### src/rtl/irq_idx_ctrl.sv
module irq_idx_ctrl #(
  parameter int NUM_SRC = 64,
  parameter int ADDR_W  = 8
) (
  input  logic               clk,
  input  logic               rst_n,
  input  logic [NUM_SRC-1:0] src_in,
  input  logic               win_sel,
  input  logic               wr_en,
  input  logic               rd_en,
  input  logic [ADDR_W-1:0]  addr,
  input  logic [31:0]        wdata,
  output logic [31:0]        rdata,
  output logic               cpu_irq
);
  localparam int ID_W = 10;
  localparam logic [ID_W-1:0] NONE_ID = '1;
  localparam logic [ADDR_W-1:0] OFS_CTRL    = ADDR_W'(8'h00);
  localparam logic [ADDR_W-1:0] OFS_EN_SET  = ADDR_W'(8'h30);
  localparam logic [ADDR_W-1:0] OFS_EN_CLR  = ADDR_W'(8'h34);
  localparam logic [ADDR_W-1:0] OFS_ACK     = ADDR_W'(8'h44);
  localparam logic [ADDR_W-1:0] OFS_MSK_SET = ADDR_W'(8'h48);
  localparam logic [ADDR_W-1:0] OFS_MSK_CLR = ADDR_W'(8'h4C);
  localparam logic [31:0] CTRL_WORD = {20'b0, ID_W'(NUM_SRC), 2'b00};

  logic [NUM_SRC-1:0] en, mask, elig;
  logic [ID_W-1:0]    idx, sel;
  logic               in_range, glb, pcpu;
  logic               en_set, en_clr, msk_set, msk_clr;
  logic [31:0]        rd_next;
  logic               unused_hi;

  assign idx       = wdata[ID_W-1:0];
  assign unused_hi = ^wdata[31:ID_W];
  assign in_range  = 32'(idx) < 32'(NUM_SRC);
  assign glb       = wr_en && !win_sel && in_range;
  assign pcpu      = wr_en &&  win_sel && in_range;
  assign en_set    = glb  && addr == OFS_EN_SET;
  assign en_clr    = glb  && addr == OFS_EN_CLR;
  assign msk_set   = pcpu && addr == OFS_MSK_SET;
  assign msk_clr   = pcpu && addr == OFS_MSK_CLR;

  for (genvar g = 0; g < NUM_SRC; g++) begin : g_src
    logic hit;
    assign hit = idx == ID_W'(g);

    always_ff @(posedge clk) begin
      if (!rst_n) begin
        en[g]   <= 1'b0;
        mask[g] <= 1'b1;
      end else begin
        if (en_set && hit)       en[g] <= 1'b1;
        else if (en_clr && hit)  en[g] <= 1'b0;
        if (msk_set && hit)      mask[g] <= 1'b1;
        else if (msk_clr && hit) mask[g] <= 1'b0;
      end
    end

    a_r2_enable_set: assert property (@(posedge clk) disable iff (!rst_n)
      (wr_en && !win_sel && addr == OFS_EN_SET && wdata[ID_W-1:0] == ID_W'(g)) |=> en[g]);
    a_r4_mask_set: assert property (@(posedge clk) disable iff (!rst_n)
      (wr_en && win_sel && addr == OFS_MSK_SET && wdata[ID_W-1:0] == ID_W'(g)) |=> mask[g]);
  end

  assign elig    = src_in & en & ~mask;
  assign cpu_irq = |elig;

  always_comb begin
    sel = NONE_ID;
    for (int i = NUM_SRC - 1; i >= 0; i--)
      if (elig[i]) sel = ID_W'(i);
  end

  always_comb begin
    rd_next = '0;
    if (win_sel && addr == OFS_ACK)   rd_next = {{(32-ID_W){1'b0}}, sel};
    if (!win_sel && addr == OFS_CTRL) rd_next = CTRL_WORD;
  end

  always_ff @(posedge clk) begin
    if (!rst_n)     rdata <= '0;
    else if (rd_en) rdata <= rd_next;
    else            rdata <= '0;
  end

  a_r8_ack_tracks_irq: assert property (@(posedge clk) disable iff (!rst_n)
    (rd_en && win_sel && addr == OFS_ACK) |=> ((rdata[ID_W-1:0] == NONE_ID) == !$past(cpu_irq)));
  a_r7_ack_range: assert property (@(posedge clk) disable iff (!rst_n)
    (rd_en && win_sel && addr == OFS_ACK) |=>
      (rdata[31:ID_W] == '0 && (rdata[ID_W-1:0] == NONE_ID || 32'(rdata[ID_W-1:0]) < 32'(NUM_SRC))));
  a_r9_out_of_range: assert property (@(posedge clk) disable iff (!rst_n)
    (wr_en && 32'(wdata[ID_W-1:0]) >= 32'(NUM_SRC)) |=> ($stable(en) && $stable(mask)));
  a_r11_read_no_effect: assert property (@(posedge clk) disable iff (!rst_n)
    !wr_en |=> ($stable(en) && $stable(mask)));
  a_r6_ctrl_word: assert property (@(posedge clk) disable iff (!rst_n)
    (rd_en && !win_sel && addr == OFS_CTRL) |=> rdata[11:2] == ID_W'(NUM_SRC));
endmodule

### config.mk
export PLATFORM = sky130hd
export DESIGN_NAME = irq_idx_ctrl
export DESIGN_NICKNAME = d
export VERILOG_FILES = /design/src/rtl/irq_idx_ctrl.sv
export SDC_FILE = /design/constraint.sdc
export NUM_CORES = 1
export LEC_CHECK = 0
export BUFFER_PORTS_ARGS = -buffer_cell sky130_fd_sc_hd__buf_2
export CORE_MARGIN = 2
export CORE_UTILIZATION = 30
export DETAILED_ROUTE_END_ITERATION = 8
export GPL_TIMING_DRIVEN = 0
export PLACE_DENSITY = 0.57
export SETUP_SLACK_MARGIN = 0.5
export SLEW_MARGIN = 20
export SYNTH_ARGS = -nofsm -noshare
export SYNTH_HDL_FRONTEND = slang
export SYNTH_SLANG_ARGS = --single-unit
### constraint.sdc
create_clock -name clk -period 4.17 [get_ports clk]
set_input_delay 0.834 -clock clk [delete_from_list [all_inputs] [get_ports clk]]
set_output_delay 0.834 -clock clk [all_outputs]
set_load 0.02 [all_outputs]
==> results of run 1 <==
[cell families (layout without fill, tap and decap cells)]
logic type      Yosys count  count (layout)  share of synthesized area
flops                   136             136                      0.381
mux                       1               1                    0.00157
other cells               1              22                   0.000525
compound gates          248             248                      0.187
simple gates            511             511                      0.365
buf+inv                  85             216                     0.0649
[power by group through the flow]
stage	Combinational, mW	Clock (mW)	Sequential [mW]
2_1_floorplan	0.0744	0	1.33
3_3_place_gp	0.164	0	1.33
4_1_cts	0.166	1.56	1.30
6_report	0.167	1.55	1.30
3_5_place_dp	0.165	0	1.33
5_1_grt	0.178	1.62	1.30
[area by class of cell]
class / count / area share
plain buffers: 79 / 0.0505
clock buffers: 23 / 0.0535
clock inverters: 9 / 0.0140
inverters: 6 / 0.00257
multi-input cells: 782 / 0.466
flip-flops and latches: 136 / 0.311
well taps: 319 / 0.0456
repair buffers: 99 / 0.0572
[metrics by stage]
step,utilization,instances,hold slack (ns)
floorplan,-,1003,0.434
global placement,0.347,1419,0.449
detailed placement,0.348,1421,0.448
CTS,0.374,1453,0.466
global route,0.374,1453,0.479
finish,0.374,1453,0.463
[worst min-delay path by stage]
| stage | start | to |
|---|---|---|
| after floorplan | mask[57] | mask[57] |
| after global placement | mask[2] | mask[2] |
| after detailed placement | mask[35] | mask[35] |
| after CTS | mask[39] | mask[39] |
| after global routing | mask[36] | mask[36] |
| final | mask[36] | mask[36] |
[registers in the layout, summed over array words and instances, names as in the netlist]
register	cells
rdata	8
mask	64
en	64
[Yosys cell counts, types with 2 or more instances]
library cell  count
nand2_1         178
o21ai_0         161
dfxtp_1         136
nor2_1           90
and2_1           68
nand3b_1         60
nand4_1          59
o21ai_1          45
clkbuf_1         37
buf_4            25
nand3_1          14
nor3_1           14
buf_2            11
a21oi_1           9
inv_1             6
nand2b_1          6
buf_6             5
o211ai_1          5
a211oi_1          4
a21boi_0          4
a31oi_1           3
nor2b_1           3
nor4_1            3
o21a_1            3
or3_1             3
a2111oi_0         2
a31o_2            2
a41oi_1           2
nor3b_1           2
nor4_2            2
o221ai_1          2
[worst max-delay path, cell delays in order]
cell      delay [ns]
buf_2           0.10
nand3b_1        0.19
nand4_1         0.20
nor3_1          0.40
nand2_1         0.12
nor4_2          0.40
o21ai_0         0.15
buf_2           0.18
[repair_timing]
item                                   CTS  global route
setup endpoints to repair                0             1
endpoints found under the hold margin    0             0
gates resized for setup                  0             2
[metal layers]
metal | routed length (microns) | GRT usage | up-vias
li1 | - | - | 3679
met1 | 11800 | 0.288 | 3532
met2 | 11800 | 0.333 | 310
met3 | 2170 | 0.0531 | 58
met4 | 871 | 0.0824 | 0
met5 | 0 | 0 | -
==> results.json, run 1 <==
{
  "status": "finished, final reports clean",
  "antenna_found_initial": 0,
  "post-route-drc-count": 0,
  "drive_above_1_share": 0.160,
  "grt_pass1_vias": 6940,
  "timing.final.ws_setup_ns": 0.762,
  "routed_wl_mm": 26.6,
  "nNetsFinal": 1230,
  "irDropWorstVdd_mv": 0.184,
  "vias_per_cell": 5.22,
  "r2r_cells": 7,
  "place_ws_ns": 0.596,
  "reg2reg_to": "rdata[0]",
  "required_ns": 3.34,
  "synthFlopType": "dfxtp_1",
  "drt_iter0_markers": 806,
  "wl_per_cell_microns": 18.3,
  "synthArstFlopShare": 0,
  "grt_start_max_net_pins": 17,
  "synth_area_leaders": "dfxtp_1 38%, o21ai_0 11%, nand2_1 9.3%, nand3b_1 6.3%, and2_1 6.0%",
  "p_sw_frac": 0.230,
  "fill_cells": 2540,
  "r2r-start": "mask[61]",
  "die_area_sq_um": 25100,
  "synth_top_area_frac": 0.381,
  "final_common_cell": "nand2_1",
  "final-setup-viol-count": 0,
  "placed_cell_area_sq_um": 8150,
  "netlist_area_sq_um": 7150,
  "io_buffers": 97,
  "fmaxAchievable_mhz": 293,
  "grt_pass1_wl_mm": 40.0,
  "synth_cell_types": 49,
  "fin_tns_setup_ns": 0,
  "multiInputGateArea_sq_um": 4080,
  "startpoint_type": "input port",
  "clk_latency_ns": 0.43,
  "seqCellArea_sq_um": 2720,
  "p_int_mw": 2.32,
  "pwr-share-comb": 0.055,
  "worstSetupEndpoint": "cpu_irq",
  "rows": 56,
  "worstMarginPinSlew_ns": 1.13,
  "ys_ff_latch": 136,
  "ys_seq_area_frac": 0.381,
  "cts_tree": "built",
  "h-tree-depth": 4,
  "leakage_nw": 3.35,
  "synth_top_area_cell": "dfxtp_1",
  "critPathLaunch": "src_in[10]",
  "cts_setup_buffers": 0,
  "design_area_sq_um": 8750,
  "core-area_sq_um": 23400,
  "antenna_left": 0,
  "vias": 7579,
  "cts_root_buf": "clkbuf_16",
  "die_x_microns": 158,
  "n_antenna_cell": 0,
  "netlist_instances": 982,
  "p_switching_mw": 0.694,
  "critPathKind": "in2out",
  "place_congestion": 0.931,
  "p_clk_frac": 0.514,
  "layout_worst_path_cycle_share": 0.817,
  "area_delta_synth_final_pct": 22.5,
  "die_y_microns": 158,
  "max_slew_margin": 0.237,
  "hold_depth": 2,
  "power_density_nw_per_um2": 344,
  "power_mw": 3.02,
  "reg2reg_slack_ns": 1.56,
  "synth-edff-count": 0,
  "gr-total-overflow": 0,
  "ios": 142,
  "hold_viol_final": 0,
  "start_util": 0.305,
  "hold_path.class": "reg2reg",
  "crit_path_end_kind": "primary output",
  "syn_area_per_cell_sq_um": 7.28,
  "numCtsBuffers": 17,
  "power_frac_seq": 0.431,
  "yosysWarningCount": 0,
  "path_clk_slew_ns": 0.05,
  "clock_sinks": 136,
  "cp_max_fo": 4,
  "max-cap-violations": 0,
  "slew_violations": 0,
  "post-dp-hpwl_mm": 19.6,
  "worstPathArrival_ns": 2.57,
  "clockBufferDepth": 2,
  "fin_crit_ns": 3.41,
  "skew_ns": 0.00851,
  "grt_setup_unrepaired": "false",
  "cts_hold_buf": 0,
  "track_usage": 0.215,
  "drt-pass1-iter-count": 6,
  "layout_common_cells": "178 x nand2_1, 161 x o21ai_0, 136 x dfxtp_1"
}
Power figures use the tool's default switching activity.
==> run 2: changes to the inputs <==
--- a/config.mk
+++ b/config.mk
@@ -5,6 +5,7 @@
 export SDC_FILE = /design/constraint.sdc
 export NUM_CORES = 1
 export LEC_CHECK = 0
+export ABC_AREA = 1
 export BUFFER_PORTS_ARGS = -buffer_cell sky130_fd_sc_hd__buf_2
 export CORE_MARGIN = 2
 export CORE_UTILIZATION = 30
==> constraint.sdc (replaced) <==
create_clock -name clk -period 3.22 [get_ports clk]
set_input_delay 0.644 -clock clk [delete_from_list [all_inputs] [get_ports clk]]
set_output_delay 0.644 -clock clk [all_outputs]
set_load 0.02 [all_outputs]
==> run 2 against run 1 <==
The flow now finishes with violations (setup timing). Sequential power rose by 29%. First-iteration DRC count fell by 43%. Combinational power rose by 23%. Area after synthesis rose by 3.1%. Via count rose by 0.28%. Global-route usage fell by 2.6 points. Critical path type is now reg2reg. Largest cell class unchanged. Largest power group unchanged.
==> results.json, run 2 <==
{
  "status": "finished with violations",
  "violations": "setup timing",
  "critPathSlowestCell": "dfxtp_2",
  "irDropWorstVdd_mv": 0.290,
  "synth_top_area_cell": "dfxtp_1",
  "crit_path_end_kind": "flop",
  "netlist_instances": 1161,
  "placed_cell_area_sq_um": 8340,
  "synthXorXnorAreaFrac": 0,
  "wl_met2_mm": 10.8,
  "hold_path.class": "reg2reg",
  "final_common_cell": "nand2_1",
  "h-tree-depth": 4,
  "grt_start_max_net_pins": 17,
  "worstMarginPinSlew_ns": 0.748,
  "die_y_microns": 161,
  "slew_violations": 0,
  "die_x_microns": 161,
  "path_common_cell": "nand2_1",
  "area_delta_synth_final_pct": 23.1,
  "synth_cell_types": 34,
  "netlist_area_sq_um": 7370,
  "synth_fa_ha_area_frac": 0,
  "route.met3.wl_mm": 1.54,
  "antenna_found_initial": 0,
  "max_slew_margin": 0.488,
  "gr-total-overflow": 0,
  "highest_layer": "met4",
  "post-dp-hpwl_mm": 18.0,
  "power_density_nw_per_um2": 427,
  "ys_seq_area_frac": 0.369,
  "largestRegisters": "en: 64 flops, mask: 64 flops, rdata: 8 flops",
  "numCtsBuffers": 17,
  "max-cap-violations": 0,
  "layout_common_cells": "286 x nand2_1, 165 x nor2_1, 142 x inv_1",
  "dp_cells": 1603,
  "synth-edff-count": 0,
  "syn_area_per_cell_sq_um": 6.35,
  "io_buffers": 97,
  "cts_hold_buf": 0,
  "cts_tree": "built",
  "synth_mux_area_frac": 0,
  "fin_cells": 1635,
  "routed_wl_mm": 24.2,
  "hold_viol_final": 0,
  "layout_worst_path_cycle_share": 1.19,
  "clock_sinks": 136,
  "yosysWarningCount": 0,
  "post-route-drc-count": 0,
  "power_mw": 3.88,
  "nNetsFinal": 1409,
  "yosysMostFrequentCell": "nand2_1",
  "cts_root_buf": "clkbuf_16",
  "grt_pass1_vias": 7226,
  "fin_util": 0.374,
  "drt-pass1-iter-count": 5,
  "yosys.area_share.simple": 0.292,
  "worstPathArrival_ns": 4.14,
  "critPathKind": "reg2reg",
  "path_clk_slew_ns": 0.06,
  "synthFlopType": "dfxtp_1",
  "fill_cells": 2682,
  "required_ns": 3.53,
  "drive_above_1_share": 0.170,
  "timing.final.ws_setup_ns": -0.611,
  "ys_ff_latch": 136,
  "antenna_left": 0,
  "synth_top_family_by_area": "simple AND/OR/NAND/NOR gates",
  "place_congestion": 0.887,
  "fin_tns_setup_ns": -0.611,
  "ios": 142,
  "synthArstFlopShare": 0,
  "fmaxAchievable_mhz": 261,
  "die_area_sq_um": 25800,
  "synth_compound_area_frac": 0.190,
  "grt_setup_unrepaired": "true",
  "synth_top_area_frac": 0.369,
  "core-area_sq_um": 24200,
  "clk_latency_ns": 0.42,
  "cp_max_fo": 2,
  "wl_per_cell_microns": 14.8,
  "synth_common_cells": "297 x nand2_1, 177 x nor2_1, 143 x inv_1, 136 x dfxtp_1, 133 x a21oi_1",
  "final-setup-viol-count": 1,
  "drt_iter0_markers": 461,
  "track_usage": 0.188,
  "n_antenna_cell": 0,
  "leakage_nw": 3.51,
  "design_area_sq_um": 9070,
  "startpoint_type": "flop",
  "skew_ns": 0.00656,
  "grt_pass1_wl_mm": 37.7,
  "clockBufferDepth": 2,
  "slowest_delay_ns": 0.33,
  "met1Wirelength_mm": 11.0,
  "synth_area_leaders": "dfxtp_1 37%, nand2_1 15%, a21oi_1 9.0%, nor2_1 9.0%, o21ai_0 8.7%",
  "fin_crit_ns": 3.83,
  "rows": 57,
  "vias": 7600,
  "vias_per_cell": 4.65,
  "start_util": 0.304
}
==> run 2: cell type report <==
class                           instances  area, sq um  share of cell area
Tap cell                              324          405              0.0447
Timing Repair Buffer                   99          513              0.0566
Sequential cell                       136         2730               0.301
Buffer                                 68          354              0.0390
Inverter                              160          746              0.0822
Clock buffer                           21          460              0.0508
Clock inverter                          9          125              0.0138
Multi-Input combinational cell        818         3740               0.412
==> run 2: through the flow <==
stage	setup WS [ns]	hold WS [ns]
finish	-0.611	0.455
global route	-1.34	0.471
CTS	-0.691	0.459
detailed placement	-1.13	0.450
global placement	-1.16	0.444
floorplan	-0.238	0.436
==> run 2: final timing paths <==
kind         startpoint       end  slack, ns  cells after the start
max              en[62]  rdata[0]      -0.61                     63
min            mask[39]  mask[39]       0.46                      2
max reg2reg      en[62]  rdata[0]      -0.61                     63
min reg2reg    mask[39]  mask[39]       0.46                      2
==> run 2: critical path, delay by kind of cell, from the launching register on <==
| family | cells | cell delay, ns |
|---|---|---|
| flip-flops | 1 | 0.33 |
| AND/OR/NAND/NOR | 62 | 3.33 |
| AO/OA/AOI/OAI | 1 | 0.05 |
==> run 2: repair_timing <==
item                       in CTS  in global routing
buffers inserted                2                  0
setup endpoints to repair     123                123
resized for setup              17                 36
pin swaps                       9                  8
==> run 2: metal layers <==
metal	global-route usage	up-vias
met5	0	-
met4	0.0670	0
met3	0.0385	42
met2	0.302	250
met1	0.253	3435
li1	-	3873
==> run 2: logic make-up (layout without fill, tap and decap cells) <==
family / after synthesis / after routing
simple gates: 523 / 523
other cells: 1 / 22
compound gates: 273 / 273
buf+inv: 228 / 357
flops: 136 / 136
==> run 2: power by group <==
group / internal [mW] / switching, mW / total (mW)
sequential: 1.68 / 0.0000173 / 1.68
clock: 1.24 / 0.744 / 1.99
combinational: 0.0757 / 0.131 / 0.206
